<file path="config.mk">
export PLATFORM = sky130hd
export DESIGN_NAME = xlat_entry_table
export DESIGN_NICKNAME = d
export VERILOG_FILES = /design/src/rtl/xlat_pkg.sv /design/src/rtl/xlat_store.sv /design/src/rtl/xlat_wr_port.sv /design/src/rtl/xlat_range_walk.sv /design/src/rtl/xlat_entry_table.sv
export SDC_FILE = /design/constraint.sdc
export NUM_CORES = 2
export LEC_CHECK = 0
export BUFFER_PORTS_ARGS = -buffer_cell sky130_fd_sc_hd__clkbuf_2
export CELL_PAD_IN_SITES_DETAIL_PLACEMENT = 1
export CELL_PAD_IN_SITES_GLOBAL_PLACEMENT = 2
export CORE_MARGIN = 2
export CORE_UTILIZATION = 45
export CTS_BUF_LIST = sky130_fd_sc_hd__clkbuf_4 sky130_fd_sc_hd__clkbuf_8 sky130_fd_sc_hd__clkbuf_16
export CTS_CLUSTER_DIAMETER = 30
export DETAILED_ROUTE_END_ITERATION = 8
export PLACE_DENSITY_LB_ADDON = 0.1
export SYNTH_ARGS = -nofsm -noshare
export SYNTH_HDL_FRONTEND = slang
export SYNTH_SLANG_ARGS = --single-unit
</file>
<file path="constraint.sdc">
create_clock -name clk -period 9.5 [get_ports clk]
set_input_delay 1.9 -clock clk [delete_from_list [all_inputs] [get_ports clk]]
set_output_delay 1.9 -clock clk [all_outputs]
set_load 0.02 [all_outputs]
</file>
<file path="src/rtl/xlat_pkg.sv">
package xlat_pkg;

    localparam int unsigned ENTRY_W = 64;

    typedef logic [ENTRY_W-1:0] entry_t;

    typedef enum logic {
        WALK_IDLE = 1'b0,
        WALK_SCAN = 1'b1
    } walk_state_e;

    typedef enum logic {
        WST_OK       = 1'b0,
        WST_BADPARAM = 1'b1
    } wr_status_e;

    // True when every bit requested by mask is set in the entry.
    function automatic logic entry_grants(input entry_t e, input entry_t m);
        return (e & m) == m;
    endfunction

endpackage

</file>
<file path="src/rtl/xlat_store.sv">
module xlat_store
    import xlat_pkg::*;
#(
    parameter int unsigned ENTRIES = 16,
    parameter int unsigned IDX_W   = 4,
    parameter int unsigned PG_W    = 21
) (
    input  logic             clk,
    input  logic             rst,
    input  logic             we,
    input  logic [IDX_W-1:0] widx,
    input  entry_t           wdata,
    input  logic [IDX_W-1:0] lk_idx,
    output entry_t           lk_data,
    input  logic [PG_W-1:0]  pg_idx,
    output entry_t           pg_data
);

    entry_t            mem [ENTRIES];
    logic [ENTRIES-1:0] hit;

    for (genvar g = 0; g < ENTRIES; g++) begin : g_hit
        assign hit[g] = we && (widx == IDX_W'(g));
    end

    always_ff @(posedge clk) begin
        for (int i = 0; i < ENTRIES; i++) begin
            if (rst) begin
                mem[i] <= '0;
            end else if (hit[i]) begin
                mem[i] <= wdata;
            end
        end
    end

    always_comb begin
        lk_data = '0;
        if (32'(lk_idx) < ENTRIES) begin
            lk_data = mem[lk_idx];
        end
    end

    always_comb begin
        pg_data = '0;
        if (64'(pg_idx) < 64'(ENTRIES)) begin
            pg_data = mem[pg_idx[IDX_W-1:0]];
        end
    end

    // an accepted write is present in the array after the edge
    a_r4_entry_lands: assert property (@(posedge clk) disable iff (rst)
        we |=> mem[$past(widx)] == $past(wdata));

endmodule

</file>
<file path="src/rtl/xlat_wr_port.sv">
module xlat_wr_port
    import xlat_pkg::*;
#(
    parameter int unsigned ADDR_W       = 32,
    parameter int unsigned PAGE_SHIFT   = 12,
    parameter int unsigned WINDOW_BYTES = 65536,
    parameter int unsigned IDX_W        = 4
) (
    input  logic              clk,
    input  logic              rst,
    input  logic              wr_valid,
    input  logic [ADDR_W-1:0] wr_addr,
    input  entry_t            wr_entry,
    output logic              st_we,
    output logic [IDX_W-1:0]  st_idx,
    output entry_t            st_data,
    output logic              wr_done,
    output logic              wr_err
);

    localparam logic [ADDR_W-1:0] OFFS_MASK = ADDR_W'((64'd1 << PAGE_SHIFT) - 64'd1);

    logic [ADDR_W-1:0] aligned;
    logic              in_window;
    wr_status_e        status;

    assign aligned   = wr_addr & ~OFFS_MASK;
    assign in_window = 64'(aligned) < 64'(WINDOW_BYTES);
    assign status    = in_window ? WST_OK : WST_BADPARAM;

    assign st_we   = wr_valid && in_window;
    assign st_idx  = IDX_W'(aligned >> PAGE_SHIFT);
    assign st_data = wr_entry;

    always_ff @(posedge clk) begin
        if (rst) begin
            wr_done <= 1'b0;
            wr_err  <= 1'b0;
        end else begin
            wr_done <= wr_valid;
            wr_err  <= wr_valid && (status == WST_BADPARAM);
        end
    end

    // out-of-window requests come back as parameter errors
    a_r3_reject: assert property (@(posedge clk) disable iff (rst)
        (wr_valid && 64'(wr_addr) >= 64'(WINDOW_BYTES)) |=> (wr_done && wr_err));

    // in-window requests come back as success
    a_r4_accept: assert property (@(posedge clk) disable iff (rst)
        (wr_valid && 64'(wr_addr) < 64'(WINDOW_BYTES)) |=> (wr_done && !wr_err));

endmodule

</file>
<file path="src/rtl/xlat_range_walk.sv">
module xlat_range_walk
    import xlat_pkg::*;
#(
    parameter int unsigned ADDR_W     = 32,
    parameter int unsigned PAGE_SHIFT = 12,
    parameter int unsigned PG_W       = 21
) (
    input  logic              clk,
    input  logic              rst,
    input  logic              chk_start,
    input  logic [ADDR_W-1:0] chk_addr,
    input  logic [ADDR_W-1:0] chk_len,
    input  entry_t            chk_mask,
    output logic [PG_W-1:0]   pg_idx,
    input  entry_t            pg_data,
    output logic              chk_busy,
    output logic              chk_done,
    output logic              chk_pass
);

    typedef struct packed {
        logic [PG_W-1:0] cur;
        logic [PG_W-1:0] last;
        entry_t          mask;
    } walk_ctx_t;

    walk_state_e     state;
    walk_ctx_t       ctx;
    logic [ADDR_W:0] end_byte;
    logic [PG_W-1:0] first_pg;
    logic [PG_W-1:0] last_pg;
    logic            page_ok;

    assign end_byte = {1'b0, chk_addr} + {1'b0, chk_len} - {{ADDR_W{1'b0}}, 1'b1};
    assign first_pg = PG_W'(chk_addr >> PAGE_SHIFT);
    assign last_pg  = PG_W'(end_byte >> PAGE_SHIFT);

    assign pg_idx   = ctx.cur;
    assign page_ok  = entry_grants(pg_data, ctx.mask);
    assign chk_busy = (state == WALK_SCAN);

    always_ff @(posedge clk) begin
        if (rst) begin
            state    <= WALK_IDLE;
            ctx      <= '0;
            chk_done <= 1'b0;
            chk_pass <= 1'b0;
        end else begin
            chk_done <= 1'b0;
            case (state)
                WALK_IDLE: begin
                    if (chk_start) begin
                        if (chk_len == '0) begin
                            chk_done <= 1'b1;
                            chk_pass <= 1'b1;
                        end else begin
                            state    <= WALK_SCAN;
                            ctx.cur  <= first_pg;
                            ctx.last <= last_pg;
                            ctx.mask <= chk_mask;
                        end
                    end
                end
                WALK_SCAN: begin
                    if (!page_ok) begin
                        chk_done <= 1'b1;
                        chk_pass <= 1'b0;
                        state    <= WALK_IDLE;
                    end else if (ctx.cur == ctx.last) begin
                        chk_done <= 1'b1;
                        chk_pass <= 1'b1;
                        state    <= WALK_IDLE;
                    end else begin
                        ctx.cur <= ctx.cur + 1'b1;
                    end
                end
                default: state <= WALK_IDLE;
            endcase
        end
    end

    // empty range finishes at once with a pass
    a_r9_zero_len: assert property (@(posedge clk) disable iff (rst)
        (chk_start && !chk_busy && chk_len == '0) |=> (chk_done && chk_pass));

    // done never overlaps the walk
    a_r10_done_idle: assert property (@(posedge clk) disable iff (rst)
        chk_done |-> !chk_busy);

    // a page lacking a mask bit ends the walk with a fail
    a_r7_fail_stops: assert property (@(posedge clk) disable iff (rst)
        (chk_busy && !entry_grants(pg_data, ctx.mask)) |=> (chk_done && !chk_pass && !chk_busy));

    // a granting page that is not the last advances by one
    a_r6_advance: assert property (@(posedge clk) disable iff (rst)
        (chk_busy && entry_grants(pg_data, ctx.mask) && ctx.cur != ctx.last)
            |=> (chk_busy && ctx.cur == $past(ctx.cur) + 1'b1));

    // a start during a walk does not restart it
    a_r10_ignore: assert property (@(posedge clk) disable iff (rst)
        (chk_busy && chk_start && !entry_grants(pg_data, ctx.mask)) |=> !chk_busy);

endmodule

</file>
<file path="src/rtl/xlat_entry_table.sv">
module xlat_entry_table
    import xlat_pkg::*;
#(
    parameter int unsigned ADDR_W       = 32,
    parameter int unsigned PAGE_SHIFT   = 12,
    parameter int unsigned WINDOW_BYTES = 65536,
    localparam int unsigned ENTRIES     = WINDOW_BYTES >> PAGE_SHIFT,
    localparam int unsigned IDX_W       = (ENTRIES > 1) ? $clog2(ENTRIES) : 1,
    localparam int unsigned PG_W        = ADDR_W - PAGE_SHIFT + 1
) (
    input  logic                clk,
    input  logic                rst,
    input  logic                wr_valid,
    input  logic [ADDR_W-1:0]   wr_addr,
    input  logic [ENTRY_W-1:0]  wr_entry,
    output logic                wr_done,
    output logic                wr_err,
    input  logic                chk_start,
    input  logic [ADDR_W-1:0]   chk_addr,
    input  logic [ADDR_W-1:0]   chk_len,
    input  logic [ENTRY_W-1:0]  chk_mask,
    output logic                chk_busy,
    output logic                chk_done,
    output logic                chk_pass,
    input  logic [IDX_W-1:0]    lk_index,
    output logic [ENTRY_W-1:0]  lk_entry
);

    logic             st_we;
    logic [IDX_W-1:0] st_idx;
    entry_t           st_data;
    logic [PG_W-1:0]  pg_idx;
    entry_t           pg_data;

    xlat_wr_port #(
        .ADDR_W      (ADDR_W),
        .PAGE_SHIFT  (PAGE_SHIFT),
        .WINDOW_BYTES(WINDOW_BYTES),
        .IDX_W       (IDX_W)
    ) u_wr (
        .clk     (clk),
        .rst     (rst),
        .wr_valid(wr_valid),
        .wr_addr (wr_addr),
        .wr_entry(wr_entry),
        .st_we   (st_we),
        .st_idx  (st_idx),
        .st_data (st_data),
        .wr_done (wr_done),
        .wr_err  (wr_err)
    );

    xlat_store #(
        .ENTRIES(ENTRIES),
        .IDX_W  (IDX_W),
        .PG_W   (PG_W)
    ) u_store (
        .clk    (clk),
        .rst    (rst),
        .we     (st_we),
        .widx   (st_idx),
        .wdata  (st_data),
        .lk_idx (lk_index),
        .lk_data(lk_entry),
        .pg_idx (pg_idx),
        .pg_data(pg_data)
    );

    xlat_range_walk #(
        .ADDR_W    (ADDR_W),
        .PAGE_SHIFT(PAGE_SHIFT),
        .PG_W      (PG_W)
    ) u_walk (
        .clk      (clk),
        .rst      (rst),
        .chk_start(chk_start),
        .chk_addr (chk_addr),
        .chk_len  (chk_len),
        .chk_mask (chk_mask),
        .pg_idx   (pg_idx),
        .pg_data  (pg_data),
        .chk_busy (chk_busy),
        .chk_done (chk_done),
        .chk_pass (chk_pass)
    );

    // a rejected write changes nothing visible at the lookup port
    a_r3_no_change: assert property (@(posedge clk) disable iff (rst)
        (wr_valid && wr_err == 1'b0 && 64'(wr_addr) >= 64'(WINDOW_BYTES) && $stable(lk_index))
            |=> (lk_entry == $past(lk_entry) || !$stable(lk_index)));

endmodule

</file>
==> impl_results.md <==
- Status: completed
- Post-synth EDFFs: 1024
- Worst hold slack: 0.468 ns
- Least-Margin Pin Slew: 1.39 ns
- Row count: 135
- Register area share after synthesis: 0.541
- First-pass GRT wire length: 349 mm
- Worst min path class: flip-flop to flip-flop
- CP max stage cell: buf_4
- # DRC: 0
- Hold Buf Count CTS: 0
- Max_cap viols: 0
- Router iterations before antenna repair: 5
- Min Tclk post-route: 6.61 ns
- Syn Nets: 4661
- Final hold vios: 0
- I/O pins: 301
- Fill cells: 12800
- TritonCTS clock tree: yes
- Leak Pwr: 27.2 nW
- Busiest grt layer: met2
- Placed cells: 6173
- DIE AREA: 139000 sq um
- Reg clk slew, reported paths: 0.05 ns
- CTS Buffer Depth: 4
- Routed Antenna Nets: 0
- Register area: 33100 sq um
- Initial antenna violation count: 34
- Die outline width: 373 um
- Clock share of power: 0.573
- Yosys warns: 0
- Max_slew headroom: 0.0718
- CP cell instances: buf_8 > buf_4 > mux4_2 > mux4_2 > clkbuf_2
- Design area: 74700 sq um
- Footprint of the multi-input gates: 26000 sq um
- IO buf count: 288
- CTS H-tree lvls: 5
- Max VDD drop: 0.172 mV
- Setup tns final: 0 ns
- Switching power: 4.42 mW
- Post-CTS Setup Bufs: 0
- Buf/Inv on CP: 3
- M3 GR Usage: 0.106
- Worst-skew pair later-pin latency: 0.91 ns
- Critical Path Most Common Cell: mux4_2
- Worst Path Arrival: 4.71 ns
- Die Height: 373 um
- Starting Density: 0.452
- Area of the mapped netlist: 61100 sq um
- Fraction of layout cells with a size suffix above 1: 0.293
- Final setup fails: 0
- Seq pwr share: 0.328
- Combinational power share: 0.098
- Area Overhead vs Synth: 22.2%
- Wire per inst: 37.6 um
- GRT overflow: 0
- Startpoint Class: primary input
- Max Clock Skew: 0.0873 ns
- Distinct cells, synth: 77
- Met2 Use GR: 0.557
- F_max: 151 MHz
- Top FF cell, synth: edfxtp_1
- Total track usage: 0.365
- Clock sinks: 1139
- Type of element capturing the critical path: output port
- CTS Buf Count: 311
- Vias: 44000
- Yosys reg bits: 1139
- Post-synthesis cell count: 4367
- Finished Layout Cells: 6734
- Post-CTS resize count: 0
- Layout Nets: 4999
- Vias in the first global route: 44700
- 1st-iter DRT viols: 6264
- Worst Path Required: 7.60 ns
- Pwr Density: 242 nW/um^2
- Via/cell ratio: 6.53
- Max-slew violations: 0
- Internal power: 13.6 mW
- CTS root buffer: clkbuf_16
- Largest net degree at the start of global routing: 104
- Syn Area/Cell: 14.0 sq um
- Final HPWL DP: 149 mm
- RePlAce Congestion: 0.894
- Tcrit/Tclk final: 0.696
- Total length of routed wires: 253 mm
- Switching Share: 0.245
- Crit Path Class: primary input to output port
- Post-synth ARST share: 0
- CP peak stage delay: 0.70 ns
- Total core area: 135000 sq um
- Placed cell areas: 64400 sq um
- CP delay by family, top: buffers and inverters
- Total Power: 18.1 mW
- Met1 Usage GRT: 0.477
- Max FO, Critical Path: 91
- Unrepaired setup endpoints after global routing: no
[placed cells by master, fill, tap and decap left out, drive strengths merged, types with 62 or more instances in the layout]
| master | instances |
|---|---|
| a21oi | 96 |
| and2 | 1030 |
| buf | 107 |
| clkbuf | 668 |
| clkinv | 106 |
| dfxtp | 115 |
| edfxtp | 1024 |
| ha | 62 |
| inv | 194 |
| mux2i | 151 |
| mux4 | 513 |
| nand2 | 227 |
| nor2 | 79 |
| o22ai | 81 |
[through the flow]
step                 util  setup slack (ns)
CTS                 0.552              2.86
global placement    0.476              2.87
finish              0.553              2.89
global route        0.553              2.76
detailed placement  0.476              2.87
floorplan               -              1.51
[cell usage after synthesis, drive strengths merged, types with 62 or more instances]
library cell / n / area share
a21oi: 96 / 0.0079
and2: 1030 / 0.11
buf: 102 / 0.012
clkbuf: 263 / 0.016
dfxtp: 115 / 0.038
edfxtp: 1024 / 0.50
ha: 62 / 0.013
inv: 191 / 0.012
mux2i: 151 / 0.025
mux4: 513 / 0.19
nand2: 227 / 0.014
nor2: 79 / 0.0049
o22ai: 81 / 0.0083
[routing by layer]
| layer | up-vias | wire [um] |
|---|---|---|
| met4 | 16 | 13000 |
| met2 | 2916 | 115000 |
| met5 | - | 90 |
| met1 | 23100 | 95800 |
| li1 | 17300 | - |
| met3 | 640 | 29100 |
[power by group through the flow]
| stage | Sequential [mW] | Combinational [mW] | Clock, mW |
|---|---|---|---|
| after floorplan | 5.93 | 1.07 | 0 |
| after global placement | 5.98 | 1.73 | 0 |
| after detailed placement | 6.00 | 1.74 | 0 |
| after CTS | 5.92 | 1.75 | 10.4 |
| after global routing | 5.95 | 1.84 | 10.7 |
| final | 5.93 | 1.77 | 10.4 |
[sequential cells by signal, indices dropped and copies added, names as in the netlist, named ones only]
register / cells
u_store.mem: 1024
u_walk.chk_busy: 1
u_walk.chk_done: 1
u_walk.chk_pass: 1
u_walk.ctx: 85
u_walk.pg_idx: 21
u_wr.wr_done: 1
u_wr.wr_err: 1
[layout make-up]
| class | instances | area share |
|---|---|---|
| antenna | 14 | 0.000469 |
| clock buffer | 385 | 0.116 |
| clock inverter | 162 | 0.0224 |
| inverter | 192 | 0.00965 |
| multi-input combinational | 2671 | 0.348 |
| sequential | 1139 | 0.443 |
| tap | 1781 | 0.0298 |
| timing repair buffer | 390 | 0.0318 |
[logic make-up (layout without fill, tap and decap cells)]
logic type	count (synthesis)	after routing	share of synthesized area
muxes	669	669	0.216
xor gates and xnor gates	46	46	0.00659
and+or+nand+nor	1539	1539	0.145
DFF	1139	1139	0.541
other	0	14	0
AOI/OAI and AO/OA	355	355	0.0392
adders and majority gates	62	62	0.0127
buffers and inverters	557	1129	0.0395
[worst min-delay path, delay by kind of cell (launching register included)]
kind               cells  cell delay [ns]
DFF                    1             0.30
and+or+nand+nor        1             0.05
AOI/OAI and AO/OA      1             0.06
[worst paths after layout]
path	endpoint	slack, ns	cells past startpoint	from
max	lk_entry[6]	2.89	5	lk_index[1]
max reg2reg	flip-flop	3.69	10	flip-flop
min	u_walk.ctx[0]$_SDFFE_PP0P_	0.47	2	u_walk.ctx[0]$_SDFFE_PP0P_
min reg2reg	u_walk.ctx[0]$_SDFFE_PP0P_	0.47	2	u_walk.ctx[0]$_SDFFE_PP0P_
Note: power is estimated with default switching activity, not from simulation.
